[src/rtl/flash_pulse_pkg.sv]
package flash_pulse_pkg;

  typedef enum logic [2:0] {
    ST_IDLE  = 3'd0,
    ST_ARM   = 3'd1,
    ST_SETUP = 3'd2,
    ST_PROG  = 3'd3,
    ST_HOLD  = 3'd4,
    ST_DRAIN = 3'd5,
    ST_DONE  = 3'd6
  } seq_state_e;

  typedef enum logic [1:0] {
    PC_ADD  = 2'b00,
    PC_NORM = 2'b01,
    PC_LONG = 2'b10,
    PC_ALT  = 2'b11
  } pclass_e;

  typedef struct packed {
    logic busy;
    logic wdt;
    logic setup;
    logic prog;
    logic done;
  } ctl_out_t;

  function automatic ctl_out_t ctl_decode(seq_state_e s);
    ctl_out_t c;
    c = '0;
    unique case (s)
      ST_IDLE:  c = '0;
      ST_ARM:   begin c.busy = 1'b1; c.wdt = 1'b1; end
      ST_SETUP: begin c.busy = 1'b1; c.wdt = 1'b1; c.setup = 1'b1; end
      ST_PROG:  begin c.busy = 1'b1; c.wdt = 1'b1; c.setup = 1'b1; c.prog = 1'b1; end
      ST_HOLD:  begin c.busy = 1'b1; c.wdt = 1'b1; c.setup = 1'b1; end
      ST_DRAIN: begin c.busy = 1'b1; c.wdt = 1'b1; end
      ST_DONE:  begin c.busy = 1'b1; c.done = 1'b1; end
      default:  c = '0;
    endcase
    return c;
  endfunction

  function automatic int max_of(int a, int b);
    return (a > b) ? a : b;
  endfunction

endpackage

[src/rtl/rst_sync.sv]
module rst_sync #(
  parameter int STAGES = 2
) (
  input  logic clk,
  input  logic rst_n,
  output logic rst_sync_n
);

  logic [STAGES-1:0] chain_q;

  generate
    for (genvar i = 0; i < STAGES; i++) begin : g_stage
      if (i == 0) begin : g_first
        always_ff @(posedge clk or negedge rst_n) begin
          if (!rst_n) chain_q[0] <= 1'b0;
          else        chain_q[0] <= 1'b1;
        end
      end else begin : g_next
        always_ff @(posedge clk or negedge rst_n) begin
          if (!rst_n) chain_q[i] <= 1'b0;
          else        chain_q[i] <= chain_q[i-1];
        end
      end
    end
  endgenerate

  assign rst_sync_n = chain_q[STAGES-1];

endmodule

[src/rtl/pulse_timer.sv]
module pulse_timer #(
  parameter int CW = 16
) (
  input  logic          clk,
  input  logic          rst_n,
  input  logic          load_i,
  input  logic [CW-1:0] load_val_i,
  output logic          zero_o
);

  logic [CW-1:0] cnt_q;
  logic [CW-1:0] cnt_d;
  logic          cnt_en;

  always_comb begin
    cnt_en = load_i || (cnt_q != '0);
    cnt_d  = load_i ? load_val_i : (cnt_q - CW'(1));
  end

  always_ff @(posedge clk or negedge rst_n) begin
    if (!rst_n)      cnt_q <= '0;
    else if (cnt_en) cnt_q <= cnt_d;
  end

  assign zero_o = (cnt_q == '0);

endmodule

[src/rtl/prog_width_sel.sv]
module prog_width_sel
  import flash_pulse_pkg::*;
#(
  parameter int CW        = 16,
  parameter int SHORT_LD  = 0,
  parameter int NORMAL_LD = 0,
  parameter int LONG_LD   = 0
) (
  input  logic [1:0]    pclass_i,
  output logic [CW-1:0] width_ld_o
);

  always_comb begin
    unique case (pclass_e'(pclass_i))
      PC_ADD:  width_ld_o = CW'(SHORT_LD);
      PC_NORM: width_ld_o = CW'(NORMAL_LD);
      PC_LONG: width_ld_o = CW'(LONG_LD);
      PC_ALT:  width_ld_o = CW'(LONG_LD);
      default: width_ld_o = CW'(LONG_LD);
    endcase
  end

endmodule

[src/rtl/pulse_seq_fsm.sv]
module pulse_seq_fsm
  import flash_pulse_pkg::*;
#(
  parameter int CW       = 16,
  parameter int SETUP_LD = 0,
  parameter int ALPHA_LD = 0,
  parameter int BETA_LD  = 0
) (
  input  logic          clk,
  input  logic          rst_n,
  input  logic          start_i,
  input  logic [1:0]    pclass_i,
  input  logic          tmr_zero_i,
  input  logic [CW-1:0] prog_ld_i,
  output logic [1:0]    pclass_o,
  output logic          tmr_load_o,
  output logic [CW-1:0] tmr_val_o,
  output ctl_out_t      ctl_o
);

  seq_state_e state_q, state_d;
  logic [1:0] cls_q, cls_d;
  logic       cls_en;
  ctl_out_t   ctl_q, ctl_d;

  always_comb begin
    state_d    = state_q;
    cls_d      = cls_q;
    cls_en     = 1'b0;
    tmr_load_o = 1'b0;
    tmr_val_o  = '0;
    unique case (state_q)
      ST_IDLE: begin
        if (start_i) begin
          state_d = ST_ARM;
          cls_d   = pclass_i;
          cls_en  = 1'b1;
        end
      end
      ST_ARM: begin
        state_d    = ST_SETUP;
        tmr_load_o = 1'b1;
        tmr_val_o  = CW'(SETUP_LD);
      end
      ST_SETUP: begin
        if (tmr_zero_i) begin
          state_d    = ST_PROG;
          tmr_load_o = 1'b1;
          tmr_val_o  = prog_ld_i;
        end
      end
      ST_PROG: begin
        if (tmr_zero_i) begin
          state_d    = ST_HOLD;
          tmr_load_o = 1'b1;
          tmr_val_o  = CW'(ALPHA_LD);
        end
      end
      ST_HOLD: begin
        if (tmr_zero_i) begin
          state_d    = ST_DRAIN;
          tmr_load_o = 1'b1;
          tmr_val_o  = CW'(BETA_LD);
        end
      end
      ST_DRAIN: begin
        if (tmr_zero_i) state_d = ST_DONE;
      end
      ST_DONE: state_d = ST_IDLE;
      default: state_d = ST_IDLE;
    endcase
    ctl_d = ctl_decode(state_d);
  end

  always_ff @(posedge clk or negedge rst_n) begin
    if (!rst_n) begin
      state_q <= ST_IDLE;
      ctl_q   <= '0;
    end else begin
      state_q <= state_d;
      ctl_q   <= ctl_d;
    end
  end

  always_ff @(posedge clk or negedge rst_n) begin
    if (!rst_n)      cls_q <= 2'b00;
    else if (cls_en) cls_q <= cls_d;
  end

  assign pclass_o = cls_q;
  assign ctl_o    = ctl_q;

endmodule

[src/rtl/flash_pulse_seq.sv]
module flash_pulse_seq
  import flash_pulse_pkg::*;
#(
  parameter int CLK_MHZ     = 100,
  parameter int T_SETUP_US  = 50,
  parameter int T_ALPHA_US  = 5,
  parameter int T_BETA_US   = 5,
  parameter int T_SHORT_US  = 10,
  parameter int T_NORMAL_US = 30,
  parameter int T_LONG_US   = 200,
  parameter int RST_STAGES  = 2
) (
  input  logic       clk,
  input  logic       rst_n,
  input  logic       start_i,
  input  logic [1:0] pclass_i,
  output logic       wdt_en_o,
  output logic       setup_o,
  output logic       prog_o,
  output logic       busy_o,
  output logic       done_o
);

  localparam int SETUP_CYC  = T_SETUP_US  * CLK_MHZ;
  localparam int ALPHA_CYC  = T_ALPHA_US  * CLK_MHZ;
  localparam int BETA_CYC   = T_BETA_US   * CLK_MHZ;
  localparam int SHORT_CYC  = T_SHORT_US  * CLK_MHZ;
  localparam int NORMAL_CYC = T_NORMAL_US * CLK_MHZ;
  localparam int LONG_CYC   = T_LONG_US   * CLK_MHZ;
  localparam int MAX_CYC    = max_of(max_of(max_of(SETUP_CYC, ALPHA_CYC), max_of(BETA_CYC, SHORT_CYC)),
                                     max_of(NORMAL_CYC, LONG_CYC));
  localparam int CW         = $clog2(MAX_CYC + 1);

  logic          rst_sync_n;
  logic          tmr_zero;
  logic          tmr_load;
  logic [CW-1:0] tmr_val;
  logic [CW-1:0] prog_ld;
  logic [1:0]    cls_latched;
  ctl_out_t      ctl;

  rst_sync #(.STAGES(RST_STAGES)) u_rst (
    .clk        (clk),
    .rst_n      (rst_n),
    .rst_sync_n (rst_sync_n)
  );

  prog_width_sel #(
    .CW        (CW),
    .SHORT_LD  (SHORT_CYC - 1),
    .NORMAL_LD (NORMAL_CYC - 1),
    .LONG_LD   (LONG_CYC - 1)
  ) u_wsel (
    .pclass_i   (cls_latched),
    .width_ld_o (prog_ld)
  );

  pulse_timer #(.CW(CW)) u_tmr (
    .clk        (clk),
    .rst_n      (rst_sync_n),
    .load_i     (tmr_load),
    .load_val_i (tmr_val),
    .zero_o     (tmr_zero)
  );

  pulse_seq_fsm #(
    .CW       (CW),
    .SETUP_LD (SETUP_CYC - 1),
    .ALPHA_LD (ALPHA_CYC - 1),
    .BETA_LD  (BETA_CYC - 1)
  ) u_fsm (
    .clk        (clk),
    .rst_n      (rst_sync_n),
    .start_i    (start_i),
    .pclass_i   (pclass_i),
    .tmr_zero_i (tmr_zero),
    .prog_ld_i  (prog_ld),
    .pclass_o   (cls_latched),
    .tmr_load_o (tmr_load),
    .tmr_val_o  (tmr_val),
    .ctl_o      (ctl)
  );

  assign wdt_en_o = ctl.wdt;
  assign setup_o  = ctl.setup;
  assign prog_o   = ctl.prog;
  assign busy_o   = ctl.busy;
  assign done_o   = ctl.done;

endmodule

[config.mk]
export PLATFORM = sky130hd
export DESIGN_NAME = flash_pulse_seq
export DESIGN_NICKNAME = d
export VERILOG_FILES = /design/src/rtl/flash_pulse_pkg.sv /design/src/rtl/rst_sync.sv /design/src/rtl/pulse_timer.sv /design/src/rtl/prog_width_sel.sv /design/src/rtl/pulse_seq_fsm.sv /design/src/rtl/flash_pulse_seq.sv
export SDC_FILE = /design/constraint.sdc
export NUM_CORES = 1
export LEC_CHECK = 0
export BUFFER_PORTS_ARGS = -buffer_cell sky130_fd_sc_hd__buf_4
export CELL_PAD_IN_SITES_DETAIL_PLACEMENT = 0
export CELL_PAD_IN_SITES_GLOBAL_PLACEMENT = 2
export CORE_UTILIZATION = 40
export CTS_CLUSTER_SIZE = 14
export DETAILED_ROUTE_END_ITERATION = 8
export GPL_ROUTABILITY_DRIVEN = 0
export PLACE_DENSITY = 0.93
export SYNTH_ARGS = -nofsm -noshare
export SYNTH_HDL_FRONTEND = slang
export SYNTH_SLANG_ARGS = --single-unit
[constraint.sdc]
create_clock -name clk -period 1.4 [get_ports clk]
set_input_delay 0.28 -clock clk [delete_from_list [all_inputs] [get_ports clk]]
set_output_delay 0.28 -clock clk [all_outputs]
set_load 0.03 [all_outputs]
==> results.cfg <==
[run_status]
status = complete, but fails checks
violations = setup timing

[setup_path]
cp-startpoint = u_tmr.cnt_q[6]$_DFFE_PN0P_
crit_path_end_kind = flip-flop
crit_required_ns = 1.57
rr_startpoint = u_tmr.cnt_q[6]$_DFFE_PN0P_
path_class = reg -> reg
worstSetupStartpointType = flip-flop
worst_ep_arrival_time_ns = 2.21
cp_max_fo = 6

[die]
core-area_um2 = 3660
io_pins = 10
start_util_pct = 41.6
rows = 22
die-width_um = 63.7
dieArea_um2 = 4050
die_h_um = 63.7

[synthesis]
synthAdderAreaFrac_pct = 0.822
synth-edff-count = 0
netlist_area_um2 = 1520
syn_inst = 160
ys.flop_type = dfrtp_1
synth_nets = 166
yosys-top-cells-count = dfrtp_1, nor2_1, o21ai_0
async_flop_share_pct = 100
syn_avg_cell_area_um2 = 9.51
synth-compound-area-share_pct = 16.0
synth.top_cell.area_share_pct = 44.4
ys_ff_latch = 27
yosysWarnings = 0
ys_top_cells_by_area = dfrtp_1, nor2_1, o21ai_0
synthSimpleGateAreaFrac_pct = 26.7
synthMuxAreaShare_pct = 1.40
synth.yosys.seq_area_share_pct = 44.4
yosysTopAreaCell = dfrtp_1
synth.distinct_cells = 50
synth_top_family_by_area = simple AND/OR/NAND/NOR gates
synth_most_common_cell = dfrtp_1
synthXorXnorAreaFrac_pct = 5.18

[timing]
fin_crit_ns = 2.03
fmax_mhz = 492
setup_ws_ns = -0.634
slew_violations = 0
skew_ns = 0.00552
rsz0062_at_grt = true
slew-limit-headroom_pct = 66.3
setup_tns_ns = -9.85
hold_violations = 0
setup_viol = 22
fin_crit_sh_pct = 145
tightestPinTransition_ns = 0.501

[final_layout]
regArea_um2 = 676
n_antenna_cell = 0
fin_nets = 231
num-fill-cells = 287
multi_input_area_um2 = 1030
drive_above_1_share_pct = 54.0
syn_to_final_growth_pct = 55.9

[cts]
cts_tree = yes
clk_latency_ns = 0.28
htreeDepth = 1
clock-sinks = 27
clockBufferDepth = 2
cts_made_buffers = 3
cts.clk_slew.worst_paths_ns = 0.09
cts_root_buf = clkbuf_8

[run]
cap_violations = 0

[route]
drcViolationCount = 0
drt_iter0_markers = 67
wl_per_cell_um = 16.8
num_vias = 1489
viasPerCell = 5.47
dr.pass1.iters = 4
wl_mm = 4.56
ant_nets = 0

[grt]
grt_first_pass_wirelength_mm = 7.13
grt_max_degree = 15
grt.total_usage_pct = 23.2
grt-ovfl-total = 0
grt_pass1_vias = 1504
antenna_found_initial = 0

[pwr]
leakagePower_nw = 1.01
power_per_cell_area_nw_per_um2 = 1420
power_mw = 3.37
peakVddDrop_mv = 0.855

[place]
place.detailed.hpwl_mm = 3.00
post-place-ws_ns = -0.593
port-buffer-count = 9

[min_path]
hold_class = reg -> async
## per-stage QoR
step / hold slack [ns] / util (%) / area, µm² / instances
floorplan: -0.0156 / - / 1560 / 160
global placement: 0.0626 / 53.7 / 1970 / 255
detailed placement: 0.0638 / 53.7 / 1970 / 255
CTS: 0.216 / 60.8 / 2220 / 266
global route: 0.236 / 64.8 / 2370 / 272
finish: 0.204 / 64.8 / 2370 / 272
## per-layer routing
| metal | track usage (%) | wire length [µm] | vias up |
|---|---|---|---|
| met5 | 0 | 0 | - |
| met4 | 12.5 | 227 | 0 |
| met3 | 3.44 | 190 | 19 |
| met2 | 39.0 | 2360 | 58 |
| met1 | 28.2 | 1780 | 712 |
| li1 | - | - | 700 |
## critical path, cell delays in order (launching register included)
cell,delay (ns)
dfrtp_1,0.39
or4_4,0.56
nor4_4,0.37
buf_4,0.17
and2_4,0.19
o21ai_2,0.07
a22o_1,0.18
## path summary, 6_finish.rpt
kind                                            endpoint  slack [ns]  cells after the start
setup / recovery              u_tmr.cnt_q[3]$_DFFE_PN0P_       -0.63                      6
hold / removal             u_fsm.pclass_o[1]$_DFFE_PN0P_        0.20                      1
setup reg to reg              u_tmr.cnt_q[3]$_DFFE_PN0P_       -0.63                      6
hold reg to reg            u_fsm.pclass_o[1]$_DFFE_PN0P_        0.20                      1
max in group asynchronous    u_tmr.cnt_q[12]$_DFFE_PN0P_        1.00                      1
min in group clk           u_fsm.pclass_o[1]$_DFFE_PN0P_        0.22                      3
## state kept, by name (all words and copies together), names as in the netlist
| signal | flops |
|---|---|
| u_rst.chain_q | 1 |
| u_tmr.cnt_q | 15 |
| u_fsm.state_q | 3 |
| u_fsm.ctl_o | 5 |
| u_fsm.pclass_o | 2 |
| u_rst.rst_sync_n | 1 |
## timing repair
| action | in CTS | in global routing |
|---|---|---|
| hold endpoints to repair | 2 | 0 |
| hold buffers | 1 | 0 |
| buffers inserted | 7 | 9 |
| gates resized for setup | 40 | 26 |
| pin swaps | 14 | 9 |
| setup endpoints to repair | 22 | 23 |
## placed cells by master (no fill, tap or decap), types with 3 or more instances in the layout
cell | Yosys | routed
a21oi_1 | 6 | 4
buf_4 | 1 | 59
buf_6 | 4 | 9
clkbuf_8 | 0 | 3
dfrtp_1 | 27 | 27
nand2_1 | 8 | 4
nand2b_1 | 6 | 5
nand4_1 | 4 | 4
nor2_1 | 22 | 15
nor2_4 | 0 | 5
nor3_1 | 8 | 5
nor3_2 | 0 | 3
o21ai_0 | 14 | 8
o21ai_2 | 1 | 6
xnor2_1 | 8 | 6
## report_power, final
| group | switching, mW | leakage [nW] | internal [mW] |
|---|---|---|---|
| sequential | 0.181 | 0.311 | 0.973 |
| clock | 0.251 | 0.0228 | 0.204 |
| combinational | 0.854 | 0.673 | 0.909 |
## final cells by class
type	count	area share (%)
repair buffers	69	23.4
flip-flops and latches	27	28.5
multi-input cells	121	43.2
clock buffers	4	1.90
well taps	48	2.53
inverters	3	0.475
## logic make-up (layout without fill, tap and decap cells)
group	Yosys count	in the layout
simple gates	71	71
compound gates	37	37
flops	27	27
buf+inv	12	76
xor+xnor	9	9
mux	2	2
fa+ha+maj	1	1
other cells	1	1
No activity file was read; power rests on OpenSTA's default activity.
